File: src/rtl/alarm_match_unit.sv
module alarm_match_unit #(
  parameter int DW = 8
) (
  input  logic          clk,
  input  logic          rst_n,
  input  logic          tick,
  input  logic [6:0]    cur_sec,
  input  logic [6:0]    cur_min,
  input  logic [5:0]    cur_hour,
  input  logic [5:0]    cur_date,
  input  logic          alarm_ie,
  input  logic          wdog_evt,
  input  logic          wr_en,
  input  logic          rd_en,
  input  logic [3:0]    addr,
  input  logic [DW-1:0] wdata,
  output logic [DW-1:0] rdata,
  output logic          alarm_flag,
  output logic          irq_flag,
  output logic          irq_n
);
  localparam logic [3:0] CTL_ADDR = 4'hE;
  localparam int MSK = DW - 1;

  logic [DW-1:0] al_q [4];
  logic          in_alarm_win, ctl_rd, hit, irq_set;
  logic          m_sec, m_min, m_hour, m_date;

  assign in_alarm_win = (addr[3:2] == 2'b10);
  assign ctl_rd       = rd_en && (addr == CTL_ADDR);

  assign m_sec  = al_q[0][MSK] || (al_q[0][6:0] == cur_sec);
  assign m_min  = al_q[1][MSK] || (al_q[1][6:0] == cur_min);
  assign m_hour = al_q[2][MSK] || (al_q[2][5:0] == cur_hour);
  assign m_date = al_q[3][MSK] || (al_q[3][5:0] == cur_date);

  assign hit     = tick && m_sec && m_min && m_hour && m_date;
  assign irq_set = (hit && alarm_ie) || wdog_evt;
  assign irq_n   = ~irq_flag;

  generate
    for (genvar g = 0; g < 4; g++) begin : g_alarm_reg
      always_ff @(posedge clk or negedge rst_n) begin
        if (!rst_n)
          al_q[g] <= '0;
        else if (wr_en && in_alarm_win && (addr[1:0] == 2'(g)))
          al_q[g] <= wdata;
      end
    end
  endgenerate

  always_ff @(posedge clk or negedge rst_n) begin
    if (!rst_n) begin
      alarm_flag <= 1'b0;
      irq_flag   <= 1'b0;
    end else begin
      if (hit)          alarm_flag <= 1'b1;
      else if (ctl_rd)  alarm_flag <= 1'b0;
      if (irq_set)      irq_flag   <= 1'b1;
      else if (ctl_rd)  irq_flag   <= 1'b0;
    end
  end

  always_ff @(posedge clk or negedge rst_n) begin
    if (!rst_n)
      rdata <= '0;
    else if (rd_en) begin
      if (in_alarm_win)
        rdata <= al_q[addr[1:0]];
      else if (addr == CTL_ADDR)
        rdata <= DW'({4'b0, alarm_flag, 2'b0, irq_flag});
      else
        rdata <= '0;
    end
  end
endmodule

File: config.mk
export PLATFORM = sky130hd
export DESIGN_NAME = alarm_match_unit
export DESIGN_NICKNAME = d
export VERILOG_FILES = /design/src/rtl/alarm_match_unit.sv
export SDC_FILE = /design/constraint.sdc
export NUM_CORES = 1
export LEC_CHECK = 0
export BUFFER_PORTS_ARGS = -buffer_cell sky130_fd_sc_hd__buf_4
export CAP_MARGIN = 20
export CORE_AREA = 2 2 71 73
export DETAILED_ROUTE_END_ITERATION = 8
export DIE_AREA = 0 0 73 75
export GPL_TIMING_DRIVEN = 0
export PLACE_DENSITY = 0.71
export SLEW_MARGIN = 20
export SYNTH_ARGS = -nofsm -noshare
export SYNTH_HDL_FRONTEND = slang
export SYNTH_SLANG_ARGS = --single-unit
File: constraint.sdc
create_clock -name clk -period 1.5 [get_ports clk]
set_clock_uncertainty 0.15 [all_clocks]
set_input_delay 0.375 -clock clk [delete_from_list [all_inputs] [get_ports clk]]
set_output_delay 0.375 -clock clk [all_outputs]
set_load 0.02 [all_outputs]
==> results by group <==
Worst setup path
  – Worst-path maximum fanout: 2
  – Crit-path most repeated cell: nor4_2
  – Req. time, crit path: 1590 ps
  – Slowest-stage cell, CP: dfrtp_1
  – Max incr delay on CP: 390 ps
  – Worst reg2reg path depth: 5
  – Critical path type: register to register
  – Cells along the critical path: xor2_1 -> nor4_2 -> a41oi_1 -> nor4_2 -> a311o_2
  – Endpoint class of the critical path: register
  – Arr. time, crit path: 1940 ps
  – CP startpoint: al_q[28]
  – RR Startpoint: al_q[28]
  – Setup crit start kind: register

Synthesis
  – #FFs+latches synth: 42
  – Synth unique cells: 25
  – Post-synth EDFFs: 0
  – Synth Net Count: 208
  – Post-synthesis cell count: 163
  – Avg Cell Area, Syn: 13.0 µm²
  – Ys flop type: dfrtp_1
  – Fraction of registers with async set/reset: 1.00
  – Seq/Total Area, Yosys: 0.496
  – Post-Syn Area: 2120 µm²
  – Warnings, synthesis: 0

Clocking
  – Reg clk slew, reported paths: 80 ps
  – CTS tree: done
  – Clk_lat worst skew: 300 ps
  – Clock root buffer master: clkbuf_8
  – Cts bufs inserted: 5
  – CTS Sinks: 42
  – Clock Path Buffers: 2
  – H-tree depth: 2

Final layout
  – Share of layout cells above drive strength 1: 0.515
  – Area Growth Syn to Fin: 33.5%
  – Fin nets: 277
  – Final core occ: 0.607
  – N_diodes: 0
  – Design area: 2830 µm²

Place
  – I/O Buffers: 54
  – Post-DP HPWL: 3570 µm
  – Final Wtd Congestion: 0.732
  – Dpl ws: -570 ps
  – Placement Cell Area: 2630 µm²

Timing
  – Peak Freq: 0.540 GHz
  – Max-slew violation count: 0
  – Hold Fails Final Rpt: 0
  – Rel. slew slack: 0.646
  – Sum Neg Setup Slack: -641 ps
  – Post-route setup slack: -351 ps
  – Fin crit period: 1850 ps
  – Worst-Margin Slew: 530 ps
  – Final period util: 1.23
  – RSZ-0062 raised after global routing: yes
  – Final setup viols: 2

Pwr
  – Tot Pwr: 0.00324 W
  – VDD IR-drop max: 0.656 mV
  – Static leakage: 1.30 nW
  – PwrDens: 1150 nW/µm²

Floorplanning
  – Die Y-Extent: 75 µm
  – Die boundary width: 73 µm
  – Initial cell density of the core: 0.455
  – DIE AREA: 5480 µm²
  – Num ports: 56
  – Row count: 25
  – Core ar.: 4660 µm²

GRT
  – Number of global-route vias before repair: 1509
  – First-pass GRT wire length: 7620 µm
  – Largest net degree at the start of global routing: 43
  – Total track usage: 0.191
  – GRT overflow: 0
  – Initial antenna violation count: 0

Routing
  – Via-to-Cell Ratio: 5.20
  – Mean routed wirelength per cell: 16.9 µm
  – Initial DRC Count: 77
  – Number of remaining DRC errors: 0
  – Antenna viol nets, final: 0
  – Final wirelength: 4840 µm
  – Vias: 1492
  – TritonRoute pass-1 iters: 4

Run
  – Max-cap viol count: 0

Outcome
  – Status: finished, violations left
  – Violated checks: setup timing

Hold path
  – Hold Path Origin: wdog_evt
  – Hold WC Path Type: input port to register
  – Hold depth: 2
[routing by layer]
metal / wire length [µm] / vias up / part of all wire / track usage
li1: - / 712 / - / -
met1: 2160 / 725 / 0.45 / 0.255
met2: 2370 / 47 / 0.49 / 0.316
met3: 256 / 8 / 0.053 / 0.0509
met4: 51 / 0 / 0.011 / 0.0432
met5: 0 / - / 0 / 0
[report_power, final]
part           total (W)  internal (W)  switching, W
combinational   0.000921      0.000549      0.000372
sequential       0.00156       0.00137      0.000195
clock           0.000759      0.000371      0.000388
[final timing paths]
kind	to	slack, ps
min in group asynchronous	al_q[28]	460
max in group asynchronous	al_q[1]	380
hold reg to reg	al_q[14]	360
setup / recovery	irq_flag	-350
hold / removal	irq_flag	120
setup reg to reg	irq_flag	-350
[stage by stage]
stage	hold slack, ps	std cells
6_report	118	287
5_1_grt	108	287
4_1_cts	118	285
3_5_place_dp	249	271
3_3_place_gp	247	271
2_1_floorplan	-70.6	163
[cell usage after synthesis (all sizes together), types with 3 or more instances]
| master | count | share of area |
|---|---|---|
| nand2 | 4 | 0.0071 |
| mux4 | 8 | 0.087 |
| nor4 | 5 | 0.018 |
| nor2b | 3 | 0.0089 |
| nor2 | 5 | 0.011 |
| xnor2 | 10 | 0.041 |
| o22ai | 6 | 0.018 |
| dfrtp | 42 | 0.50 |
| xor2 | 16 | 0.066 |
| inv | 16 | 0.028 |
| mux2 | 32 | 0.17 |
[cell families after synthesis]
group                  share of synthesized area
flip-flops                                 0.496
XOR/XNOR                                   0.107
AND/OR/NAND/NOR                           0.0549
buffers and inverters                     0.0348
AO/OA/AOI/OAI                             0.0507
multiplexers                               0.257
[cell type report]
cell class | instances | area (µm²)
Buffer | 3 | 20.0
Clock buffer | 7 | 86.3
Clock inverter | 1 | 5.00
Fill cell | 400 | 1830
Inverter | 16 | 60.1
Multi-Input combinational cell | 102 | 1060
Sequential cell | 42 | 1050
Tap cell | 54 | 67.6
Timing Repair Buffer | 62 | 480
[registers in the layout, summed over array words and instances, names as in the netlist]
signal      flops
rdata           8
irq_flag        1
al_q           32
alarm_flag      1
[layout by cell type (no fill, tap or decap), types with 4 or more instances in the layout]
cell | netlist | routed
buf_4 | 0 | 60
dfrtp_1 | 42 | 42
mux2_2 | 32 | 29
inv_1 | 16 | 16
xor2_1 | 16 | 16
xnor2_1 | 10 | 10
mux4_2 | 7 | 7
o22ai_1 | 6 | 6
clkbuf_8 | 0 | 6
nor4_2 | 1 | 4
[what timing repair did]
action / in CTS / in global routing
hold buffers: 1 / 0
setup buffers: 5 / 2
pin swaps: 6 / 6
setup endpoints to repair: 18 / 19
hold endpoints to repair: 42 / 0
resized for setup: 4 / 2
[worst max-delay path, delay by kind of cell (launching register included)]
| family | cells | cell delay, ps |
|---|---|---|
| AND/OR/NAND/NOR | 2 | 690 |
| AO/OA/AOI/OAI | 2 | 400 |
| flip-flops | 1 | 390 |
| XOR/XNOR | 1 | 150 |
No activity file was read; power rests on OpenSTA's default activity.
